===== src/rtl/irq_router_pkg.sv =====
package irq_router_pkg;
  localparam int NUM_SRC  = 5;
  localparam int PEND_W   = 8;
  localparam int POS_W    = $clog2(PEND_W);
  localparam int LVL_W    = 3;
  localparam int VEC_W    = 8;
  localparam int VEC_BASE = 25;

  localparam int SRC_VIA_A = 0;
  localparam int SRC_VIA_B = 1;
  localparam int SRC_ETH   = 2;
  localparam int SRC_SER   = 3;
  localparam int SRC_NMI   = 4;

  typedef struct packed {
    logic             hit;
    logic [POS_W-1:0] pos;
  } route_t;

  // hit=0 means the source goes to the slot line instead of pending
  function automatic route_t route_lookup(input int idx, input logic classic);
    route_t r;
    r.hit = 1'b1;
    r.pos = '0;
    case (idx)
      SRC_VIA_A: r.pos = classic ? POS_W'(0) : POS_W'(5);
      SRC_VIA_B: r.pos = POS_W'(1);
      SRC_ETH:   begin r.hit = !classic; r.pos = POS_W'(2); end
      SRC_SER:   r.pos = POS_W'(3);
      SRC_NMI:   r.pos = POS_W'(6);
      default:   r.hit = 1'b0;
    endcase
    return r;
  endfunction
endpackage


===== src/rtl/irq_pend_track.sv =====
module irq_pend_track
  import irq_router_pkg::*;
(
  input  logic               clk_i,
  input  logic               rst_ni,
  input  logic               classic_i,
  input  logic [NUM_SRC-1:0] lvl_i,
  output logic [PEND_W-1:0]  pend_o,
  output logic               slot_o
);
  logic [NUM_SRC-1:0] lvl_q;
  logic [PEND_W-1:0]  pend_q, pend_d;
  logic               slot_q, slot_d;
  route_t             rt;

  always_comb begin
    pend_d = pend_q;
    slot_d = slot_q;
    rt     = '0;
    for (int k = 0; k < NUM_SRC; k++) begin
      rt = route_lookup(k, classic_i);
      if (lvl_i[k] != lvl_q[k]) begin
        if (rt.hit) pend_d[rt.pos] = lvl_i[k];
        else        slot_d         = lvl_i[k];
      end
    end
  end

  always_ff @(posedge clk_i or negedge rst_ni) begin
    if (!rst_ni) begin
      lvl_q  <= '0;
      pend_q <= '0;
      slot_q <= 1'b0;
    end else begin
      lvl_q  <= lvl_i;
      pend_q <= pend_d;
      slot_q <= slot_d;
    end
  end

  assign pend_o = pend_q;
  assign slot_o = slot_q;
endmodule


===== src/rtl/irq_nmi_pulse.sv =====
module irq_nmi_pulse #(
  parameter int HOLD_CYC = 64
) (
  input  logic clk_i,
  input  logic rst_ni,
  input  logic trig_i,
  output logic nmi_o
);
  localparam int CNT_W = $clog2(HOLD_CYC + 1);

  logic             trig_q;
  logic [CNT_W-1:0] cnt_q;
  logic             load;

  assign load = trig_i & ~trig_q;

  always_ff @(posedge clk_i or negedge rst_ni) begin
    if (!rst_ni) begin
      trig_q <= 1'b0;
      cnt_q  <= '0;
    end else begin
      trig_q <= trig_i;
      if (load)              cnt_q <= CNT_W'(HOLD_CYC);
      else if (cnt_q != '0)  cnt_q <= cnt_q - 1'b1;
    end
  end

  assign nmi_o = (cnt_q != '0);
endmodule


===== src/rtl/irq_prio_enc.sv =====
module irq_prio_enc
  import irq_router_pkg::*;
(
  input  logic              clk_i,
  input  logic              rst_ni,
  input  logic [PEND_W-1:0] pend_i,
  output logic [LVL_W-1:0]  ipl_o,
  output logic [VEC_W-1:0]  vec_o
);
  logic [LVL_W-1:0] ipl_d, ipl_q;
  logic [VEC_W-1:0] vec_d, vec_q;

  // ascending scan: the last hit is the highest bit
  always_comb begin
    ipl_d = '0;
    vec_d = '0;
    for (int i = 0; i < PEND_W; i++) begin
      if (pend_i[i]) begin
        ipl_d = LVL_W'(i + 1);
        vec_d = VEC_W'(i + VEC_BASE);
      end
    end
  end

  always_ff @(posedge clk_i or negedge rst_ni) begin
    if (!rst_ni) begin
      ipl_q <= '0;
      vec_q <= '0;
    end else begin
      ipl_q <= ipl_d;
      vec_q <= vec_d;
    end
  end

  assign ipl_o = ipl_q;
  assign vec_o = vec_q;
endmodule


===== src/rtl/irq_prio_router.sv =====
module irq_prio_router
  import irq_router_pkg::*;
#(
  parameter int HOLD_CYC = 64
) (
  input  logic                 clk_i,
  input  logic                 rst_ni,
  input  logic                 mode_i,
  input  logic [NUM_SRC-2:0]   src_i,
  input  logic                 nmi_trig_i,
  output logic [LVL_W-1:0]     ipl_o,
  output logic [VEC_W-1:0]     vec_o,
  output logic                 slot_irq_o,
  output logic [PEND_W-1:0]    pend_o
);
  logic mode_q;
  logic nmi_lvl;

  always_ff @(posedge clk_i or negedge rst_ni) begin
    if (!rst_ni) mode_q <= 1'b0;
    else         mode_q <= mode_i;
  end

  irq_nmi_pulse #(.HOLD_CYC(HOLD_CYC)) u_nmi (
    .clk_i  (clk_i),
    .rst_ni (rst_ni),
    .trig_i (nmi_trig_i),
    .nmi_o  (nmi_lvl)
  );

  irq_pend_track u_pend (
    .clk_i     (clk_i),
    .rst_ni    (rst_ni),
    .classic_i (mode_q),
    .lvl_i     ({nmi_lvl, src_i}),
    .pend_o    (pend_o),
    .slot_o    (slot_irq_o)
  );

  irq_prio_enc u_enc (
    .clk_i  (clk_i),
    .rst_ni (rst_ni),
    .pend_i (pend_o),
    .ipl_o  (ipl_o),
    .vec_o  (vec_o)
  );
endmodule


===== config.mk =====
export PLATFORM = sky130hd
export DESIGN_NAME = irq_prio_router
export DESIGN_NICKNAME = d
export VERILOG_FILES = /design/src/rtl/irq_router_pkg.sv /design/src/rtl/irq_pend_track.sv /design/src/rtl/irq_nmi_pulse.sv /design/src/rtl/irq_prio_enc.sv /design/src/rtl/irq_prio_router.sv
export SDC_FILE = /design/constraint.sdc
export NUM_CORES = 1
export LEC_CHECK = 0
export BUFFER_PORTS_ARGS = -buffer_cell sky130_fd_sc_hd__buf_2
export CAP_MARGIN = 20
export CORE_MARGIN = 5
export CORE_UTILIZATION = 35
export DETAILED_ROUTE_END_ITERATION = 12
export PLACE_DENSITY = 0.55
export SETUP_SLACK_MARGIN = 0.02
export SLEW_MARGIN = 20
export SYNTH_ARGS = -nofsm -noshare
export SYNTH_HDL_FRONTEND = slang
export SYNTH_SLANG_ARGS = --single-unit

===== constraint.sdc =====
create_clock -name clk_i -period 5.1 [get_ports clk_i]
set_clock_uncertainty 0.2 [all_clocks]
set_input_delay 0.765 -clock clk_i [delete_from_list [all_inputs] [get_ports clk_i]]
set_output_delay 0.765 -clock clk_i [all_outputs]
set_load 0.1 [all_outputs]

==> report_table.html <==
<table>
<tr><th>Metric</th><th>Value</th></tr>
<tr><th colspan="2">Layout</th></tr>
<tr><td>Synthesis-to-layout area growth</td><td>12.95%</td></tr>
<tr><td>Layout filler cell count</td><td>334</td></tr>
<tr><td>Util after Layout</td><td>41.11%</td></tr>
<tr><td>Fin nets</td><td>134</td></tr>
<tr><td>Antenna Cells</td><td>0</td></tr>
<tr><td>Layout cells sized above 1</td><td>27.27%</td></tr>
<tr><td>Total area of multi-input combinational cells</td><td>402.9 sq um</td></tr>
<tr><td>Post-Layout Inst Area</td><td>0.001255 sq mm</td></tr>
<tr><td>Register cell area after layout</td><td>625.6 sq um</td></tr>
<tr><th colspan="2">Synth</th></tr>
<tr><td>Count of flip-flops with a built-in enable after synthesis</td><td>0</td></tr>
<tr><td>Number of distinct standard cells referenced by the synthesized netlist</td><td>26</td></tr>
<tr><td>Top_reg_cell synth</td><td>dfrtp_1</td></tr>
<tr><td>Post-synthesis register bit count</td><td>25</td></tr>
<tr><td>Post-synth ARST share</td><td>100.0%</td></tr>
<tr><td>Sequential-to-total area share from yosys stat</td><td>56.31%</td></tr>
<tr><td>Mean Syn Cell Area</td><td>11.11 sq um</td></tr>
<tr><td>YS warnings</td><td>0</td></tr>
<tr><td>Cells after synthesis</td><td>100</td></tr>
<tr><td>Mapped Area</td><td>0.001111 sq mm</td></tr>
<tr><th colspan="2">Detailed routing</th></tr>
<tr><td>DRC violations left</td><td>0</td></tr>
<tr><td>Via-per-instance ratio</td><td>4.758</td></tr>
<tr><td>Via Count</td><td>785</td></tr>
<tr><td>Total iterations of the first detailed-routing run</td><td>4</td></tr>
<tr><td>Antenna-violating nets left</td><td>0</td></tr>
<tr><td>Iteration-0 DRC Markers</td><td>10</td></tr>
<tr><td>Routed wirelength normalized by instance count</td><td>11.92 um</td></tr>
<tr><td>Sum of routed wire length over all layers</td><td>1966 um</td></tr>
<tr><th colspan="2">STA</th></tr>
<tr><td>Minimum clock period after layout</td><td>2212 ps</td></tr>
<tr><td>Final setup vio count</td><td>0</td></tr>
<tr><td>Final-layout setup total negative slack</td><td>0 ps</td></tr>
<tr><td>Total count of hold-check failures in the final report</td><td>0</td></tr>
<tr><td>Fin crit share</td><td>43.38%</td></tr>
<tr><td>Worst slew margin relative to its limit</td><td>63.48%</td></tr>
<tr><td>Setup slack after layout</td><td>2888 ps</td></tr>
<tr><td>Slew of the pin with the lowest slew margin</td><td>547.9 ps</td></tr>
<tr><td>RSZ-0062 raised after global routing</td><td>false</td></tr>
<tr><td>Worst hold slack</td><td>198.8 ps</td></tr>
<tr><td>Peak Freq</td><td>452.0 MHz</td></tr>
<tr><td>Fin. max-slew vios</td><td>0</td></tr>
<tr><th colspan="2">Floorplan</th></tr>
<tr><td>Die area</td><td>0.004401 sq mm</td></tr>
<tr><td>Initial core utilization</td><td>36.39%</td></tr>
<tr><td>Area of the placeable core</td><td>0.003053 sq mm</td></tr>
<tr><td>Overall die height</td><td>66.34 um</td></tr>
<tr><td>Horizontal die dimension</td><td>66.34 um</td></tr>
<tr><td>Number of placed I/O pins</td><td>28</td></tr>
<tr><td>Number of core rows</td><td>20</td></tr>
<tr><th colspan="2">Global routing</th></tr>
<tr><td>Pin count of the biggest net entering global routing</td><td>26</td></tr>
<tr><td>Overflow left after global routing</td><td>0</td></tr>
<tr><td>GRT Total Usage</td><td>10.49%</td></tr>
<tr><td>First-pass GRT wire length</td><td>3505 um</td></tr>
<tr><td>Antenna violations before repair</td><td>0</td></tr>
<tr><td>Number of global-route vias before repair</td><td>772</td></tr>
<tr><th colspan="2">Setup path</th></tr>
<tr><td>Chain of cells forming the critical path</td><td>buf_2</td></tr>
<tr><td>Slowest stage cell on the critical path</td><td>dfrtp_1</td></tr>
<tr><td>Crit start category</td><td>register</td></tr>
<tr><td>Largest fanout of any net on the critical path</td><td>6</td></tr>
<tr><td>Bufs and invs on worst path</td><td>1</td></tr>
<tr><td>Crit path DAT</td><td>1250 ps</td></tr>
<tr><td>Crit end category</td><td>output pin</td></tr>
<tr><td>Depth of the critical timing path with buffers and inverters included</td><td>1</td></tr>
<tr><td>Critical path class</td><td>register to output pin</td></tr>
<tr><td>Critical Path RT</td><td>4140 ps</td></tr>
<tr><td>Slowest stage delay, CP</td><td>460 ps</td></tr>
<tr><td>Count of cells along the worst register-to-register path</td><td>6</td></tr>
<tr><td>Largest delay share family, worst path</td><td>flip-flops</td></tr>
<tr><th colspan="2">Placed design</th></tr>
<tr><td>Detailed Place HPWL</td><td>1486 um</td></tr>
<tr><td>Count of input and output buffers</td><td>22</td></tr>
<tr><td>Final weighted congestion in routability-driven placement</td><td>0.7569</td></tr>
<tr><td>Setup WS pre-CTS</td><td>2918 ps</td></tr>
<tr><td>Cell Area, Placed</td><td>0.001224 sq mm</td></tr>
<tr><th colspan="2">Clock network</th></tr>
<tr><td>Buffer levels on the longest clock path</td><td>2</td></tr>
<tr><td>Worst-path clk slew</td><td>140 ps</td></tr>
<tr><td>Clock tree from TritonCTS</td><td>done</td></tr>
<tr><td>Total number of H-tree levels</td><td>1</td></tr>
<tr><td>Inserted Clock Buffers</td><td>3</td></tr>
<tr><td>CTS sink count</td><td>25</td></tr>
<tr><td>Hold bufs inserted after CTS</td><td>0</td></tr>
<tr><td>Worst-Skew Late Latency</td><td>320 ps</td></tr>
<tr><td>Number of gates resized after cts</td><td>0</td></tr>
<tr><td>Clock tree root buffer cell</td><td>clkbuf_4</td></tr>
<tr><td>Post-CTS setup buffer count</td><td>0</td></tr>
<tr><th colspan="2">Job</th></tr>
<tr><td>Max-capacitance violation count</td><td>0</td></tr>
<tr><th colspan="2">Status</th></tr>
<tr><td>Outcome</td><td>completed</td></tr>
<tr><th colspan="2">Min path</th></tr>
<tr><td>Min-Delay Path Class</td><td>input pin to async pin</td></tr>
<tr><th colspan="2">Power and ir drop</th></tr>
<tr><td>Maximum VDD drop</td><td>0.1556 mV</td></tr>
<tr><td>Power density relative to cell area</td><td>571.6 mW/mm^2</td></tr>
<tr><td>Leakage dissipation</td><td>0.5706 nW</td></tr>
</table>
## cell usage in the layout, fill, tap and decap left out
cell type / n
ha_1: 4
or3_4: 1
nor3_1: 1
nand2_1: 3
nor2b_1: 2
or2_2: 1
a21oi_1: 10
dfrtp_1: 25
a2111o_1: 1
nor4b_1: 1
nand3_1: 1
inv_6: 1
o21ai_0: 13
nor4b_2: 1
buf_2: 22
or3_1: 1
clkbuf_4: 3
conb_1: 5
o21a_1: 1
nor2_1: 3
or4_1: 3
nand2b_1: 2
o31ai_1: 2
inv_1: 8
a211oi_1: 1
or4b_2: 1
or2_1: 1
mux2_2: 3
## cell families after synthesis
| logic type | Yosys count | share of synthesized area [%] |
|---|---|---|
| flip-flops | 25 | 56.31 |
| AND/OR/NAND/NOR | 22 | 12.95 |
| other | 1 | 0.3375 |
| buffers and inverters | 17 | 8.783 |
| multiplexers | 3 | 3.040 |
| AO/OA/AOI/OAI | 28 | 14.08 |
| adder cells (fa/ha/maj) | 4 | 4.505 |
## sequential cells by signal (all words and copies together), names as in the netlist
signal and flops:
u_enc.ipl_o 2, u_enc.vec_o 2, mode_q 1, u_pend.slot_o 1
u_pend.pend_o 6, u_pend.lvl_q 5, u_nmi.cnt_q 7, u_nmi.trig_q 1
## final timing paths
kind / start / end / slack [ps]
min: rst_ni / mode_q$_DFF_PN0_ / 200
max: u_pend.pend_o[5]$_DFFE_PN0P_ / pend_o[5] / 2890
min in group clk_i: u_pend.lvl_q[0]$_DFF_PN0_ / u_pend.pend_o[0]$_DFFE_PN0P_ / 260
max in group asynchronous: rst_ni / u_pend.pend_o[1]$_DFFE_PN0P_ / 4140
min reg2reg: u_pend.lvl_q[0]$_DFF_PN0_ / u_pend.pend_o[0]$_DFFE_PN0P_ / 260
max reg2reg: u_nmi.cnt_q[0]$_DFFE_PN0P_ / u_pend.pend_o[6]$_DFFE_PN0P_ / 2900
## through the flow
| step | total power [W] | std cells |
|---|---|---|
| 2_1_floorplan | 0.0005762 | 104 |
| 3_5_place_dp | 0.0006273 | 161 |
| 5_1_grt | 0.0007659 | 165 |
| 3_3_place_gp | 0.0006213 | 161 |
| 6_report | 0.0007173 | 165 |
| 4_1_cts | 0.0007262 | 165 |
## area by class of cell
class	instances	share of cell area (%)
timing repair buffer	22	8.774
clock buffer	3	1.795
clock inverter	1	0.6979
sequential	25	49.85
multi-input combinational	62	32.10
tap	44	4.387
inverter	8	2.393
## Yosys cell counts (all sizes together), types with 2 or more instances
master / number / area share [%]
nor4b: 2 / 2.1
o31ai: 2 / 1.4
nor2b: 2 / 1.1
or4: 3 / 2.0
nand2b: 2 / 1.1
a21oi: 10 / 4.5
nor2: 3 / 1.0
dfrtp: 25 / 56
buf: 9 / 6.1
mux2: 3 / 3.0
inv: 8 / 2.7
nand2: 3 / 1.0
or2: 2 / 1.1
or3: 2 / 1.6
o21ai: 13 / 5.9
ha: 4 / 4.5
## per-layer routing
layer  part of all wire [%]  GRT usage (%)
met1                     44          12.21
met2                     49          17.97
met3                    4.8          1.701
met4                    2.0          6.091
met5                      0              0
## power by group
part,internal [W],leakage [nW],switching [W]
Sequential,0.000240,0.287,0.0000411
Combinational,0.0000821,0.265,0.000258
Clock,0.0000320,0.0183,0.0000637
Total,0.000354,0.571,0.000363
(Power assumes the default switching activity.)
